## src/rtl/irq_collect_pkg.sv

```systemverilog
package irq_collect_pkg;
  typedef enum logic {
    SEL_STATUS = 1'b0,
    SEL_ENABLE = 1'b1
  } reg_sel_e;
endpackage

```

## src/rtl/irq_rst_sync.sv

```systemverilog
module irq_rst_sync #(
  parameter int STAGES = 2
) (
  input  logic clk,
  input  logic rst_n,
  output logic rst_s
);
  logic [STAGES-1:0] chain_q;

  always_ff @(posedge clk or negedge rst_n) begin
    if (!rst_n) chain_q <= '0;
    else        chain_q <= {chain_q[STAGES-2:0], 1'b1};
  end

  assign rst_s = chain_q[STAGES-1];
endmodule

```

## src/rtl/irq_src_latch.sv

```systemverilog
module irq_src_latch #(
  parameter int N_SRC = 10
) (
  input  logic             clk,
  input  logic             rst_s,
  input  logic [N_SRC-1:0] src_in,
  output logic [N_SRC-1:0] pend_q
);
  logic [N_SRC-1:0] pend_d;

  for (genvar i = 0; i < N_SRC; i++) begin : g_src
    always_comb pend_d[i] = src_in[i];
  end

  always_ff @(posedge clk or negedge rst_s) begin
    if (!rst_s) pend_q <= '0;
    else        pend_q <= pend_d;
  end
endmodule

```

## src/rtl/irq_mask_reg.sv

```systemverilog
module irq_mask_reg #(
  parameter int N_SRC   = 10,
  parameter int DW      = 16,
  parameter int GEN_BIT = 15
) (
  input  logic             clk,
  input  logic             rst_s,
  input  logic             wr_en,
  input  logic [DW-1:0]    wdata,
  output logic [N_SRC-1:0] en_q,
  output logic             gen_q
);
  logic [N_SRC-1:0] en_d;
  logic             gen_d;

  always_comb begin
    en_d  = en_q;
    gen_d = gen_q;
    if (wr_en) begin
      en_d  = wdata[N_SRC-1:0];
      gen_d = wdata[GEN_BIT];
    end
  end

  always_ff @(posedge clk or negedge rst_s) begin
    if (!rst_s) begin
      en_q  <= '0;
      gen_q <= 1'b0;
    end else if (wr_en) begin
      en_q  <= en_d;
      gen_q <= gen_d;
    end
  end
endmodule

```

## src/rtl/irq_req_gen.sv

```systemverilog
module irq_req_gen #(
  parameter int N_SRC = 10
) (
  input  logic             clk,
  input  logic             rst_s,
  input  logic [N_SRC-1:0] pend,
  input  logic [N_SRC-1:0] en,
  input  logic             gen,
  input  logic             mask_wr,
  output logic             irq_q
);
  logic             irq_d;
  logic [N_SRC-1:0] live;
  logic             any_live;

  always_comb begin
    live     = pend & en;
    any_live = |live;
    if (mask_wr) irq_d = 1'b0;
    else         irq_d = any_live & gen;
  end

  always_ff @(posedge clk or negedge rst_s) begin
    if (!rst_s) irq_q <= 1'b0;
    else        irq_q <= irq_d;
  end
endmodule

```

## src/rtl/irq_collect.sv

```systemverilog
module irq_collect
  import irq_collect_pkg::*;
#(
  parameter int N_BANK   = 4,
  parameter int N_PERIPH = 6,
  parameter int DW       = 16,
  parameter int GEN_BIT  = 15
) (
  input  logic                clk,
  input  logic                rst_n,
  input  logic [N_BANK-1:0]   bank_lvl,
  input  logic [N_PERIPH-1:0] periph_lvl,
  input  logic                reg_addr,
  input  logic                reg_wr,
  input  logic [DW-1:0]       reg_wdata,
  output logic [DW-1:0]       reg_rdata,
  output logic                host_irq
);
  localparam int N_SRC = N_BANK + N_PERIPH;

  logic             rst_s;
  logic [N_SRC-1:0] src_in;
  logic [N_SRC-1:0] pend_q;
  logic [N_SRC-1:0] en_q;
  logic             gen_q;
  logic             mask_wr;
  reg_sel_e         sel;

  assign src_in  = {periph_lvl, bank_lvl};
  assign sel     = reg_sel_e'(reg_addr);
  assign mask_wr = reg_wr && (sel == SEL_ENABLE);

  irq_rst_sync #(.STAGES(2)) u_rst (
    .clk   (clk),
    .rst_n (rst_n),
    .rst_s (rst_s)
  );

  irq_src_latch #(.N_SRC(N_SRC)) u_src (
    .clk    (clk),
    .rst_s  (rst_s),
    .src_in (src_in),
    .pend_q (pend_q)
  );

  irq_mask_reg #(.N_SRC(N_SRC), .DW(DW), .GEN_BIT(GEN_BIT)) u_mask (
    .clk   (clk),
    .rst_s (rst_s),
    .wr_en (mask_wr),
    .wdata (reg_wdata),
    .en_q  (en_q),
    .gen_q (gen_q)
  );

  irq_req_gen #(.N_SRC(N_SRC)) u_req (
    .clk     (clk),
    .rst_s   (rst_s),
    .pend    (pend_q),
    .en      (en_q),
    .gen     (gen_q),
    .mask_wr (mask_wr),
    .irq_q   (host_irq)
  );

  always_comb begin
    reg_rdata = '0;
    unique case (sel)
      SEL_STATUS: reg_rdata[N_SRC-1:0] = pend_q;
      SEL_ENABLE: begin
        reg_rdata[N_SRC-1:0] = en_q;
        reg_rdata[GEN_BIT]   = gen_q;
      end
      default: reg_rdata = '0;
    endcase
  end
endmodule

```

## config.mk

```make
export PLATFORM = sky130hd
export DESIGN_NAME = irq_collect
export DESIGN_NICKNAME = d
export VERILOG_FILES = /design/src/rtl/irq_collect_pkg.sv /design/src/rtl/irq_rst_sync.sv /design/src/rtl/irq_src_latch.sv /design/src/rtl/irq_mask_reg.sv /design/src/rtl/irq_req_gen.sv /design/src/rtl/irq_collect.sv
export SDC_FILE = /design/constraint.sdc
export NUM_CORES = 1
export LEC_CHECK = 0
export CELL_PAD_IN_SITES_DETAIL_PLACEMENT = 0
export CELL_PAD_IN_SITES_GLOBAL_PLACEMENT = 1
export CORE_AREA = 2 2 46 57
export CTS_CLUSTER_DIAMETER = 120
export DETAILED_ROUTE_END_ITERATION = 7
export DIE_AREA = 0 0 48 59
export DONT_BUFFER_PORTS = 1
export GPL_ROUTABILITY_DRIVEN = 0
export PLACE_DENSITY = 0.69
export SLEW_MARGIN = 20
export SYNTH_ARGS = -nofsm -noshare
export SYNTH_HDL_FRONTEND = slang
export SYNTH_SLANG_ARGS = --single-unit
```

## constraint.sdc

```tcl
create_clock -name clk -period 0.8 [get_ports clk]
set_input_delay 0.08 -clock clk [delete_from_list [all_inputs] [get_ports clk]]
set_output_delay 0.08 -clock clk [all_outputs]
set_load 0.01 [all_outputs]
```

### After elaboration in Yosys (flattened, before gate mapping)

Index checks and enable logic that the tools add are counted.

* bits in latches: 0
* register bits after elaboration: 24
* memories kept: 0
* ROM bits: 0
* RAM bits: 0

* div/mod/pow operators: 0
* multipliers: 0
* $lt $le $gt $ge: 0
* shift-type cells: 0
* equal/unequal tests: 0
* reductions and logical operators: 2
* multiplexer cells: 3
* add/subtract/negate cells: 0
* bitwise logic cells: 3

Operators with widths (number)
* case mux 10 bit (2 select lines): 1
* bitwise AND 10 bit: 1
* OR reduction 10 bit: 1
* two-way mux 1 bit: 2
* bitwise AND 1 bit: 1
* logical AND 1 bit: 1
* NOT 1 bit: 1

### Logic depth before layout (Yosys ltp)

* depth in word-level cells: 4
* gate-level depth with buffers: 4

### Modules after synthesis

From an unflattened synthesis, not the netlist that was laid out.

* cell total of the unflattened synthesis: 63
* area, all modules: 1054.8 µm²

By module, submodules not included
* irq_mask_reg: times used 1, cells each 23, sequential area each 275.3 µm², area each 447.9 µm²
* irq_src_latch: times used 1, cells each 10, sequential area each 250.2 µm², area each 250.2 µm²
* irq_collect: times used 1, cells each 19, sequential area each 0.0 µm², area each 210.2 µm²
* irq_req_gen: times used 1, cells each 8, sequential area each 25.0 µm², area each 92.6 µm²
* irq_rst_sync: times used 1, cells each 3, sequential area each 50.0 µm², area each 53.8 µm²

### Least setup slack after synthesis

OpenSTA, ideal clock, no wires.

* kind: flip-flop to flip-flop
* from: register u_mask.en_q[0]
* to: register u_req.irq_q
* arrival time: 0.877 ns
* required time: 0.666 ns
* library setup time: 0.134 ns
* clock period less this slack: 1.011 ns
* buffers on the path: 0
* setup slack: -0.211 ns
* stages on the path, launching flop included: 4
* path through: dfrtp_1 > a22o_1 > a221oi_1 > a31oi_1

* longest elaborated chain between the ends: 4

RTL lines
* start: declaration: line irq_mask_reg.sv:10 `output logic [N_SRC-1:0] en_q,`
* start signal: assignment: line irq_mask_reg.sv:30 `en_q <= en_d;`
* bitwise AND 10 bit: line irq_req_gen.sv:17 `live = pend & en;`
* OR reduction 10 bit: line irq_req_gen.sv:18 `any_live = |live;`
* bitwise AND 1 bit: line irq_req_gen.sv:20 `else irq_d = any_live & gen;`
* two-way mux 1 bit: line irq_req_gen.sv:19 `if (mask_wr) irq_d = 1'b0;`
* via u_req.irq_d: line irq_req_gen.sv:12 `logic irq_d;`
* end signal: assignment: line irq_req_gen.sv:25 `else irq_q <= irq_d;`
* end: declaration: line irq_req_gen.sv:10 `output logic irq_q`

The timed path passes the listed nets, and every way through them passes these cells.
A chain may end at the register's enable or synchronous reset.

### Worst setup path in the final report

* from: register u_mask.en_q[7]
* to: output reg_rdata[7]

* longest elaborated chain between the ends: 1

RTL lines
* case mux 10 bit (2 select lines): line irq_collect.sv:67 `unique case (sel)`
* end: declaration: line irq_collect.sv:16 `output logic [DW-1:0] reg_rdata,`

Every way passes these cells.

==> metrics <==
placed wire-length estimate between 1000 and 1500 um; Yosys cell types 14; H-tree lvl count 1; Non-Filler Instances 144; DR DRC count 0; sw frac 24.3%; clock share of power a little under a fifth; RSZ-0062 raised after global routing true; Worst-Skew Late Latency 310 ps; P&R area growth vs syn 57.8%; async set-reset flop share out of synthesis 100%; core area ~0.0023 mm2; Synth Area per Inst 15.6 um2; critical path buffer and inverter count 1; pin count of the biggest net entering global routing 23; Ports 47; # port buffers 0; height of the chip 59 um; R2R Setup Slk -350 ps; ANT nets after route 0; number of synthesized flops with an enable pin 0; Hold Path Class primary input to register; TritonCTS clock tree built; Crit path arrival time 1110 ps; fill count 179; CP endpoint kind output port; Rows 19; placed cell areas 0.00108 mm2; GRT Overall Usage about 17%; root buffer cell clkbuf_4; Final Max Slew Viols 0; initial core utilization 44.2%; Initial DRT Pass Iterations 2; Yosys top cell area share 60.2%; Switching Power 665 uW; synthesized cell area 997 um2; slowest CP cell dfrtp_1; critical path cell sequence buf_6 -> mux2_4; number of global-route vias before repair 737; min cycle time layout between 1000 and 1500 ps; Vias 690; Int Pwr 2.07 mW; Critical Setup Path Class register to output port; ys flop type dfrtp_1; wire per inst between 10 and 15 um; violated checks negative setup slack; max_cap viols 0; Post-synth top cells dfrtp_1 (24), mux2_2 (11), mux2_4 (9), buf_4 (6); drt via density 4.79; Cells after Synth 64; clock-pin slew on the worst setup and hold paths 120 ps; Die Width 48 um; final worst setup slack -394 ps; yosys warns 0; status finished with violations; Worst VDD drop 1.37 mV; max frequency 838 MHz; # setup viols final 23; most frequent cell after synthesis dfrtp_1; share of power burned in registers 51.7%; routed wire length a little over 2000 um; Finished Cell Area between 0.0015 and 0.002 mm2; Seq/Total Area, Yosys 60.2%; combinational share of power 29.7%; DRT iter0 DRCs 6; Yosys reg bits 24; area leader, netlist dfrtp_1; initial antenna violation count 0; Power, Total 2.73 mW; die area 0.00283 mm2; CP peak stage delay approximately 410 ps; diode count 0; Synth area leaders dfrtp_1 (60%), mux2_4 (14%), mux2_2 (12%); worst-case clock buffer depth 2; Leak 0.767 nW; startpoint types register; final net count ~150; PD cells between 1500 and 2000 mW/mm2; share of cells above drive strength 1 between 40% and 50%; Period Utilization, post-route 149%; critical path's top delay family flip-flops; first-pass GRT wire length 3260 um; gr ovfl total 0; Required @ worst endpoint 720 ps; CTS Buf Count 3; Layout Skew between 1.5 and 2 ps; Clock Sinks 24; final hold viol count 0; dpl cells 99; peak fanout along the critical path 2
worst min-delay path: stages:
cell,delay (ps)
nand2_2,50
buf_12,150
nand2_1,90
a31oi_1,40
kinds of logic (layout without fill, tap and decap cells):
family	count (synthesis)	in the layout	synth area share (%)
flip-flops	24	24	60.2
buffers and inverters	7	52	5.65
AO/OA/AOI/OAI	6	6	4.89
AND/OR/NAND/NOR	5	5	2.51
multiplexers	20	20	26.0
other	2	6	0.753
per-layer routing:
layer / GRT usage (%) / wire (um)
met1: 20.2 / 805
met2: 27.2 / 1120
met3: 2.74 / 101
met4: 8.11 / 44
met5: 0 / 0
worst paths after layout:
check | start | endpoint | cells past startpoint
max in group asynchronous | rst_n | u_rst.chain_q[1]$_DFF_PN0_ | 2
max reg2reg | u_mask.en_q[2]$_DFFE_PN0P_ | u_req.irq_q$_DFF_PN0_ | 4
min reg2reg | u_rst.chain_q[1]$_DFF_PN0_ | u_mask.en_q[2]$_DFFE_PN0P_ | 1
max | u_mask.en_q[7]$_DFFE_PN0P_ | reg_rdata[7] | 2
min in group asynchronous | u_rst.chain_q[1]$_DFF_PN0_ | u_mask.en_q[2]$_DFFE_PN0P_ | 1
min | reg_addr | u_req.irq_q$_DFF_PN0_ | 4
state kept, by name (all words and copies together) (netlist names):
register and count:
u_req.irq_q 1, u_rst.chain_q 2, u_mask.en_q 10, u_mask.gen_q 1, u_src.pend_q 10
through the flow:
stage	utilization, %	hold slack, ps	worst slack [ps]	setup TNS (ps)
6_report	69.7	126	-394	-4970
3_5_place_dp	48.0	-216	-225	-880
4_1_cts	67.4	118	-397	-4800
2_1_floorplan	-	-216	-159	-159
3_3_place_gp	48.0	-216	-198	-821
5_1_grt	69.7	128	-441	-5760
what timing repair did:
| action | CTS | global route |
|---|---|---|
| gates resized for setup | 20 | 5 |
| hold buffers | 25 | 0 |
| endpoints found under the hold margin | 23 | 0 |
| pin swaps | 2 | 0 |
| endpoints found under the setup margin | 18 | 23 |
| buffers inserted | 12 | 6 |
cells in the final DEF, fill, tap and decap left out:
cell type / instances
a221oi_2: 2
a22o_1: 2
a22oi_1: 1
a31oi_1: 1
and2_4: 1
buf_12: 2
buf_4: 10
buf_6: 12
clkbuf_4: 3
conb_1: 6
dfrtp_1: 24
dlygate4sd3_1: 25
mux2_4: 20
nand2_1: 2
nand2_2: 1
nand3_1: 1
area by class of cell:
type                       count  area [um2]  area share, %
clock buffer                   3        22.5           1.43
multi-input combinational     37         412           26.2
sequential                    24         601           38.2
tap                           31        38.8           2.46
timing repair buffer          49         500           31.8
power by group through the flow:
stage / Clock (mW) / Sequential, mW / Combinational (mW)
floorplan: 0 / 1.43 / 0.329
CTS: 0.526 / 1.41 / 0.742
detailed placement: 0 / 1.44 / 0.431
global placement: 0 / 1.43 / 0.429
finish: 0.509 / 1.41 / 0.812
global route: 0.581 / 1.43 / 0.872
(Power assumes the default switching activity.)
